### config.mk
export PLATFORM = sky130hd
export DESIGN_NAME = casc_bus_ctl
export DESIGN_NICKNAME = d
export VERILOG_FILES = /design/src/rtl/casc_pkg.sv /design/src/rtl/casc_own_decide.sv /design/src/rtl/casc_addr_form.sv /design/src/rtl/casc_delay.sv /design/src/rtl/casc_occ.sv /design/src/rtl/casc_bus_ctl.sv
export SDC_FILE = /design/constraint.sdc
export NUM_CORES = 1
export LEC_CHECK = 0
export BUFFER_PORTS_ARGS = -buffer_cell sky130_fd_sc_hd__buf_4
export CAP_MARGIN = 20
export CORE_ASPECT_RATIO = 1.2
export CORE_MARGIN = 2
export CORE_UTILIZATION = 50
export CTS_CLUSTER_SIZE = 28
export DETAILED_ROUTE_END_ITERATION = 16
export GPL_ROUTABILITY_DRIVEN = 1
export PLACE_DENSITY = 0.88
export SETUP_SLACK_MARGIN = 0.3
export SYNTH_ARGS = -nofsm -noshare
export SYNTH_HDL_FRONTEND = slang
export SYNTH_SLANG_ARGS = --single-unit
### constraint.sdc
create_clock -name clk_i -period 1.2 [get_ports clk_i]
set_clock_uncertainty 0.1 [all_clocks]
set_input_delay 0.06 -clock clk_i [delete_from_list [all_inputs] [get_ports clk_i]]
set_output_delay 0.06 -clock clk_i [all_outputs]
set_load 0.05 [all_outputs]
### src/rtl/casc_pkg.sv
package casc_pkg;
  typedef enum logic [1:0] {
    OP_IDLE = 2'b00,
    OP_SRCH = 2'b01,
    OP_RD   = 2'b10,
    OP_WR   = 2'b11
  } op_e;

  typedef enum logic [1:0] {
    SEL_MISS = 2'b00,
    SEL_HIT  = 2'b01,
    SEL_CMD  = 2'b10
  } addr_sel_e;
endpackage

### src/rtl/casc_own_decide.sv
module casc_own_decide
  import casc_pkg::*;
#(
  parameter int ID_W = 4
) (
  input  logic [1:0]      op_i,
  input  logic [ID_W-1:0] dev_id_i,
  input  logic [ID_W-1:0] tgt_id_i,
  input  logic            last_dev_i,
  input  logic            hit_i,
  input  logic            casc_hit_i,
  output logic            casc_hit_o,
  output logic            own_o,
  output logic            cs_o,
  output logic            we_o,
  output logic            res_hit_o,
  output addr_sel_e       sel_o
);
  localparam logic [ID_W-1:0] GLOBAL_ID = '1;

  logic is_srch, is_cmd, lhit, win, miss_own, cmd_own;

  always_comb begin
    is_srch  = (op_i == OP_SRCH);
    is_cmd   = (op_i == OP_RD) || (op_i == OP_WR);
    lhit     = is_srch & hit_i;
    win      = lhit & ~casc_hit_i;
    // last device takes a chain-wide miss
    miss_own = is_srch & last_dev_i & ~casc_hit_i & ~hit_i;
    cmd_own  = is_cmd & ((tgt_id_i == dev_id_i) |
                         ((tgt_id_i == GLOBAL_ID) & last_dev_i));
    casc_hit_o = casc_hit_i | lhit;
    own_o      = win | miss_own | cmd_own;
    cs_o       = own_o;
    we_o       = cmd_own & (op_i == OP_WR);
    res_hit_o  = win;
    if (is_cmd)   sel_o = SEL_CMD;
    else if (win) sel_o = SEL_HIT;
    else          sel_o = SEL_MISS;
  end
endmodule

### src/rtl/casc_addr_form.sv
module casc_addr_form
  import casc_pkg::*;
#(
  parameter int HI_W  = 4,
  parameter int IDX_W = 4,
  localparam int ADDR_W = HI_W + IDX_W
) (
  input  addr_sel_e        sel_i,
  input  logic             own_i,
  input  logic [HI_W-1:0]  bus_bits_i,
  input  logic [IDX_W-1:0] hit_idx_i,
  input  logic [IDX_W-1:0] cmd_addr_i,
  output logic [ADDR_W-1:0] addr_o
);
  logic [IDX_W-1:0] low;

  always_comb begin
    unique case (sel_i)
      SEL_HIT: low = hit_idx_i;
      SEL_CMD: low = cmd_addr_i;
      default: low = '0;
    endcase
    addr_o = own_i ? {bus_bits_i, low} : '0;
  end
endmodule

### src/rtl/casc_delay.sv
module casc_delay #(
  parameter int W   = 8,
  parameter int LAT = 2
) (
  input  logic         clk_i,
  input  logic         rst_ni,
  input  logic [W-1:0] d_i,
  output logic [W-1:0] q_o
);
  logic [W-1:0] stg [LAT];

  always_ff @(posedge clk_i or negedge rst_ni) begin
    if (!rst_ni) stg[0] <= '0;
    else         stg[0] <= d_i;
  end

  for (genvar i = 1; i < LAT; i++) begin : g_stg
    always_ff @(posedge clk_i or negedge rst_ni) begin
      if (!rst_ni) stg[i] <= '0;
      else         stg[i] <= stg[i-1];
    end
  end

  assign q_o = stg[LAT-1];
endmodule

### src/rtl/casc_occ.sv
module casc_occ #(
  parameter int DEPTH = 16,
  localparam int IDX_W = $clog2(DEPTH)
) (
  input  logic             clk_i,
  input  logic             rst_ni,
  input  logic             set_i,
  input  logic             clr_i,
  input  logic [IDX_W-1:0] idx_i,
  output logic             full_o
);
  logic [DEPTH-1:0] vld_q;

  for (genvar i = 0; i < DEPTH; i++) begin : g_ent
    always_ff @(posedge clk_i or negedge rst_ni) begin
      if (!rst_ni)
        vld_q[i] <= 1'b0;
      else if (idx_i == IDX_W'(i)) begin
        if (set_i)      vld_q[i] <= 1'b1;
        else if (clr_i) vld_q[i] <= 1'b0;
      end
    end
  end

  assign full_o = &vld_q;
endmodule

### src/rtl/casc_bus_ctl.sv
module casc_bus_ctl
  import casc_pkg::*;
#(
  parameter int DEPTH   = 16,
  parameter int HI_W    = 4,
  parameter int LAT     = 2,
  parameter int MAX_DEV = 8,
  localparam int IDX_W  = $clog2(DEPTH),
  localparam int ID_W   = $clog2(MAX_DEV) + 1,
  localparam int ADDR_W = HI_W + IDX_W
) (
  input  logic              clk_i,
  input  logic              rst_ni,
  input  logic [ID_W-1:0]   dev_id_i,
  input  logic              last_dev_i,
  input  logic [1:0]        op_i,
  input  logic [ID_W-1:0]   tgt_id_i,
  input  logic [HI_W-1:0]   bus_bits_i,
  input  logic [IDX_W-1:0]  cmd_addr_i,
  input  logic              hit_i,
  input  logic [IDX_W-1:0]  hit_idx_i,
  input  logic              casc_hit_i,
  output logic              casc_hit_o,
  input  logic              ent_set_i,
  input  logic              ent_clr_i,
  input  logic [IDX_W-1:0]  ent_idx_i,
  input  logic              full_chain_i,
  output logic              full_chain_o,
  output logic              dev_full_o,
  output logic              tbl_full_o,
  output logic              drv_oe_o,
  output logic              sram_cs_o,
  output logic              sram_we_o,
  output logic              res_hit_o,
  output logic [ADDR_W-1:0] sram_addr_o
);
  localparam int PW = ADDR_W + 4;

  logic              own, cs, we, rh;
  addr_sel_e         sel;
  logic [ADDR_W-1:0] addr;
  logic [PW-1:0]     pay_d, pay_q;

  casc_own_decide #(.ID_W(ID_W)) u_dec (
    .op_i      (op_i),
    .dev_id_i  (dev_id_i),
    .tgt_id_i  (tgt_id_i),
    .last_dev_i(last_dev_i),
    .hit_i     (hit_i),
    .casc_hit_i(casc_hit_i),
    .casc_hit_o(casc_hit_o),
    .own_o     (own),
    .cs_o      (cs),
    .we_o      (we),
    .res_hit_o (rh),
    .sel_o     (sel)
  );

  casc_addr_form #(.HI_W(HI_W), .IDX_W(IDX_W)) u_addr (
    .sel_i     (sel),
    .own_i     (own),
    .bus_bits_i(bus_bits_i),
    .hit_idx_i (hit_idx_i),
    .cmd_addr_i(cmd_addr_i),
    .addr_o    (addr)
  );

  assign pay_d = {own, cs, we, rh, addr};

  casc_delay #(.W(PW), .LAT(LAT)) u_dly (
    .clk_i (clk_i),
    .rst_ni(rst_ni),
    .d_i   (pay_d),
    .q_o   (pay_q)
  );

  assign {drv_oe_o, sram_cs_o, sram_we_o, res_hit_o, sram_addr_o} = pay_q;

  casc_occ #(.DEPTH(DEPTH)) u_occ (
    .clk_i (clk_i),
    .rst_ni(rst_ni),
    .set_i (ent_set_i),
    .clr_i (ent_clr_i),
    .idx_i (ent_idx_i),
    .full_o(dev_full_o)
  );

  assign full_chain_o = full_chain_i & dev_full_o;
  assign tbl_full_o   = full_chain_o & last_dev_i;
endmodule

==> results of run 1 <==
[registers in the layout, indices dropped and copies added (netlist names)]
register,cells
u_dly.q_o,11
u_occ.vld_q,16
u_dly.stg,11
[stage by stage]
step | std cells | util | hold slack, ps | setup slack, ps | total power, W
after global placement | 215 | 0.701 | -71.8 | -65.8 | 0.00205
after global routing | 237 | 0.802 | -59.2 | -544 | 0.00322
after detailed placement | 215 | 0.701 | -53.8 | -110 | 0.00209
final | 237 | 0.802 | -42.2 | -442 | 0.00308
after floorplan | 137 | - | -336 | 65.7 | 0.00187
after CTS | 234 | 0.789 | -50.8 | -447 | 0.00305
[worst paths after layout]
| check | end | depth (start not counted) |
|---|---|---|
| worst max-delay path | tbl_full_o | 4 |
| worst min-delay path | u_dly.stg[21] | 4 |
| worst max register to register | u_occ.vld_q[5] | 3 |
| worst min register to register | u_dly.q_o[5] | 0 |
| max in group asynchronous | u_dly.q_o[10] | 2 |
| min in group asynchronous | u_dly.q_o[2] | 2 |
[timing repair]
action / in CTS / in global routing
endpoints found under the setup margin: 16 / 20
setup buffers: 2 / 3
pin swaps: 2 / 0
gates cloned: 0 / 0
hold endpoints to repair: 48 / 4
gates resized for setup: 22 / 3
[worst max-delay path, stage by stage, from the launching register on]
cell and delay [ps]:
dfrtp_1 390, nand4_1 150, nor3_2 200, and4_4 250
buf_8 140
[logic make-up after synthesis]
logic type,Yosys count
DFF,38
xor gates and xnor gates,4
AOI/OAI and AO/OA,20
buffers and inverters,20
muxes,16
and+or+nand+nor,39
[power breakdown]
part           internal, W  switching [W]  leakage [nW]  total, W
sequential         0.00144      0.0000827         0.494   0.00152
combinational     0.000365       0.000304         0.601  0.000669
clock             0.000497       0.000391        0.0455  0.000888
total              0.00230       0.000778          1.14   0.00308
[area by class of cell]
class | count | area [um^2]
clock buffers | 7 | 55.1
clock inverters | 1 | 30.0
fillers | 155 | 617
inverters | 7 | 35.0
multi-input cells | 79 | 752
flip-flops and latches | 38 | 952
well taps | 36 | 45.0
repair buffers | 69 | 624
[per-layer routing]
layer / GRT usage / share of wire / up-vias
met4: 0.116 / 0.034 / 0
met2: 0.424 / 0.53 / 63
met5: 0 / 0 / -
li1: - / - / 618
met1: 0.244 / 0.38 / 689
met3: 0.0641 / 0.057 / 17
[synthesized netlist by cell type (2+ instances only)]
cell,count,area (um^2)
buf_4,9,67.6
dfrtp_1,38,951
nor2_1,5,18.8
xnor2_1,4,35.0
and3_1,2,12.5
mux2_2,16,180
a311oi_1,4,35.0
nand2b_1,2,12.5
inv_1,6,22.5
nand3_1,3,15.0
buf_2,2,10.0
a31oi_1,9,56.3
and2_1,6,37.5
nor3_1,11,55.1
nand4_1,4,25.0
and4_1,2,17.5
==> impl_results.md, run 1 <==
* CTS Buf Count at 5
* Worst-Skew Late Latency at between 300 and 400 ps
* Vias in the first global route at between 1000 and 1500
* Critical Path Start: u_occ.vld_q[0]
* Cell Area, Synth at 0.00166 mm^2
* Ports at 50
* Ant. Diodes at 0
* Status: finished, violations left
* Overall global routing resource usage at 0.233
* Post-synthesis adder-cell area fraction at 0
* Largest family of logic cells by synthesized area: simple AND/OR/NAND/NOR gates
* Port Buffer Count at 49
* Post-DP Area at 0.00218 mm^2
* Final min period at roughly 1600 ps
* Top_reg_cell synth: dfrtp_1
* Least-Margin Pin Slew at 469 ps
* Sequential share of the synthesized area at 0.574
* Final hold slack at -42.2 ps
* Fmax at between 600 and 700 MHz
* CTS sink cnt at 38
* Post-synthesis simple-gate area fraction at 0.136
* CTS H-tree lvls at 2
* Final ANT Viol Nets at 0
* Async set-reset flop share out of synthesis at 1.00
* CP Capture Type: output port
* Initial antenna violation count at 0
* RD Place Congestion at between 0.8 and 0.9
* Post-synthesis compound-gate area fraction at 0.0891
* DRC viols at 0
* Worst r2r src: u_occ.vld_q[5]
* Failing checks: hold timing, setup timing
* Via Count at ~1400
* Startpoint types: register
* Multiplexer area fraction after synthesis at 0.109
* CORE AREA at a little over 0.003 mm^2
* RSZ-0062 raised after global routing: yes
* Synth Area per Inst at 12.1 um^2
* Number of flops mapped to enable cells by yosys at 0
* Yosys warns at 0
* CTS root buffer: clkbuf_4
* Peak supply drop at 1.16 mV
* Setup-failing EPs final at 3
* Tcrit/Tclk final at 1.37
* TritonCTS clock tree: yes
* Synthesized Nets at 171
* Layout overhead on the synthesized area at 50.4%
* CTS Hold Bufs at 9
* DIE HEIGHT at around 67 um
* Worst setup margin at -442 ps
* Setup TNS at -1230 ps
* First-pass GRT wire length at ~6400 um
* Cell Rows at 22
* Routed len/inst at 17.4 um
* Worst min path class: input port to register
* Clk slew on worst S/H paths at ~100 ps
* Number of max-cap violations at 0
* Clk buf depth at 2
* Cells after Synth at approximately 140
* Reg2Reg Setup Slack at ~70 ps
* Fin. Hold Viols at 1
* Leak at 1.14 nW
* #FFs+latches synth at 38
* Number of distinct library cells after synthesis at 30
* XOR/XNOR Fraction of Synth Area at 0.0211
* Min-Delay Startpoint: op_i[0]
* Remaining Overflow, GRT at 0
* DIE AREA at 0.00379 mm^2
* Layout Nets at about 230
* Pwr Density at 1230 mW/mm^2
* Largest net degree at the start of global routing at 39
* Router iterations before antenna repair at 4
* Detail-routed via count per cell at 5.85
* Share of cells above drive strength 1 at 0.572
* Critical Path RT at 1040 ps
* CP Class: register to output port
* First DRT Iteration DRCs at just over 60
* Post-DP HPWL at approximately 2700 um
* Slew HR at 0.688
* Critical Path Fanout Max at 3
* Most frequent cells in the layout: buf_4 (44), dfrtp_1 (37), nor3_2 (11), mux2_2 (11), buf_6 (11)
* Design area at ~0.0025 mm^2
* Initial core utilization at 0.533
* Most common cell after layout, fill and taps aside: buf_4
* Slew Viols, Final at 0
* Die X at about 57 um
* CP Data Arrival Time at about 1500 ps
* DRT Wirelength at between 4000 and 5000 um
No activity file was read; power rests on OpenSTA's default activity.
==> run 2: changes to the inputs <==
Settings changed: CORE_MARGIN 2 to 4.
==> impl_results.md, run 2 (synthesis gave the netlist of run 1 again) <==
* Status: finished, violations left
* Failing checks: hold timing, setup timing
* Area of the multi-input gates at 763 um^2 (+1.5%)
* DRT Wirelength at 4470 um (+8.3%)
* Met3 wire len at 295 um (+25%)
* Tcrit/Tclk final at 1.41 (+0.0407)
* TritonCTS clock tree: yes
* Clk buf depth at 2 (unchanged)
* Layout overhead on the synthesized area at 50.4% (unchanged)
* CTS H-tree lvls at 2 (unchanged)
* Final ANT Viol Nets at 0 (unchanged)
* Routed len/inst at 19.0 um (+9.2%)
* Router iterations before antenna repair at 4 (unchanged)
* Register area at 952 um^2 (unchanged)
* Fmax at 591 MHz (-2.9%)
* Largest net degree at the start of global routing at 39 (unchanged)
* CTS Buf Count at 5 (unchanged)
* Overall global routing resource usage at 0.219 (-0.0138)
* Slew HR at 0.679 (-0.00854)
* Final hold slack at -18.8 ps (+23.5 ps)
* Slew Viols, Final at 0 (unchanged)
* Vias in the first global route at 1477 (+4.4%)
* Met2 routed WL at 2420 um (+10%)
* First-pass GRT wire length at 6890 um (+7.9%)
* Most common cell after layout, fill and taps aside: buf_4
* Final min period at 1690 ps (+48.8 ps)
* CP Capture Type: output port
* Critical-path cell list: nand4_1, nor3_2, and4_4, buf_8
* Initial core utilization at 0.533 (unchanged)
* DRC viols at 0 (unchanged)
* Design area at 0.00249 mm^2 (unchanged)
* CP Data Arrival Time at 1530 ps (+50 ps)
* Post-Place Cells at 215 (unchanged)
* Port Buffer Count at 49 (unchanged)
* Startpoint types: register
* CORE AREA at 0.00311 mm^2 (unchanged)
* Most frequent cells in the layout: buf_4 (41), dfrtp_1 (37), buf_6 (12), nor3_2 (10), mux2_2 (10)
* Post-DP HPWL at 2800 um (+5.0%)
* Layout Nets at 232 (-0.85%)
* Critical-path top delay cell: dfrtp_1
* Layout filler cell count at 168 (+8.4%)
* Number of max-cap violations at 0 (unchanged)
* First DRT Iteration DRCs at 46 (-25%)
* DIE HEIGHT at 71.1 um (+6.0%)
* Slowest cell delay on critical path at 380 ps (about the same)
* Ant. Diodes at 0 (unchanged)
* Initial antenna violation count at 0 (unchanged)
* CTS root buffer: clkbuf_4
* CP Class: register to output port
* WL met1 at 1720 um (+11%)
* CTS sink cnt at 38 (unchanged)
* Final Instance Count excl. Fillers at 235 (-0.84%)
* Max reg flops at 16 (unchanged)
* Post-DP Area at 0.00218 mm^2 (unchanged)
* Worst min path class: input port to register
* CTS Hold Bufs at 9 (unchanged)
* Via Count at 1328 (-4.3%)
* Worst-Skew Late Latency at 330 ps (-20 ps)
* Util after Layout at 0.802 (unchanged)
* RD Place Congestion at 0.887 (+6.8%)
* Critical Path RT at 1040 ps (about the same)
* Clk slew on worst S/H paths at 100 ps (about the same)
* Peak supply drop at 1.32 mV (+14%)
* RSZ-0062 raised after global routing: yes
* Setup-failing EPs final at 3 (unchanged)
* Leak at 1.14 nW (-0.46%)
* Ports at 50 (unchanged)
* DIE AREA at 0.00430 mm^2 (+13%)
* Remaining Overflow, GRT at 0 (unchanged)
* Share of cells above drive strength 1 at 0.573 (+0.000725)
* Pwr Density at 1240 mW/mm^2 (+0.28%)
* Uppermost layer routed: met4
* Cell Rows at 22 (unchanged)
* Die X at 60.6 um (+7.1%)
* Critical Path Fanout Max at 3 (unchanged)
* Worst setup margin at -491 ps (-48.8 ps)
* Fin. Hold Viols at 1 (unchanged)
* Detail-routed via count per cell at 5.65 (-3.4%)
* Least-Margin Pin Slew at 480 ps (+11.5 ps)
* Most flop-heavy register: u_occ.vld_q
==> run 2: cell count changes in the layout (fill, tap and decap cells not counted), sizes merged <==
cell / change
buf: -2
==> run 2: routing by layer <==
metal / up-vias / track usage
li1: 609 / -
met1: 655 / 0.246
met2: 62 / 0.372
met3: 2 / 0.0803
met4: 0 / 0.0771
met5: - / 0
==> run 2: cell type report <==
cell class,count,share of cell area
Tap cell,36,0.0181
Multi-Input combinational cell,79,0.306
Inverter,7,0.0140
Sequential cell,38,0.382
Clock inverter,1,0.0120
Timing Repair Buffer,67,0.246
Clock buffer,7,0.0221
==> run 2: report_power, final <==
group	switching (W)	leakage, nW	internal, W
Clock	0.000399	0.0455	0.000498
Combinational	0.000310	0.595	0.000357
Sequential	0.0000851	0.494	0.00144
==> run 2: path summary, 6_finish.rpt <==
| check | slack (ps) | startpoint | endpoint | cells after the start |
|---|---|---|---|---|
| setup / recovery | -490 | u_occ.vld_q[11] | tbl_full_o | 4 |
| hold / removal | -20 | op_i[0] | u_dly.stg[21] | 4 |
| setup reg to reg | 200 | u_occ.vld_q[7] | u_occ.vld_q[7] | 2 |
| hold reg to reg | 240 | u_dly.stg[22] | u_dly.q_o[10] | 0 |
| max in group asynchronous | 560 | rst_ni | u_dly.q_o[10] | 2 |
| min in group asynchronous | 110 | rst_ni | u_dly.q_o[0] | 2 |
==> run 2: critical path: cells and delay by family (launching register included) <==
| family | cells | cell delay (ps) |
|---|---|---|
| buffers and inverters | 1 | 140 |
| DFF | 1 | 380 |
| and+or+nand+nor | 3 | 680 |
==> run 2: through the flow <==
step                total power (W)  setup WS, ps  TNS, ps
floorplan                   0.00187          65.7        0
global placement            0.00205         -57.0    -84.9
detailed placement          0.00209          -111     -375
CTS                         0.00304          -468    -1300
global route                0.00323          -599    -1690
finish                      0.00308          -491    -1370
==> run 2: timing repair <==
item / 4_1_cts / 5_1_grt
hold endpoints to repair: 48 / 1
pin swaps: 2 / 0
cloned: 0 / 0
buffers inserted: 1 / 2
resized for setup: 20 / 8
setup endpoints to repair: 15 / 23
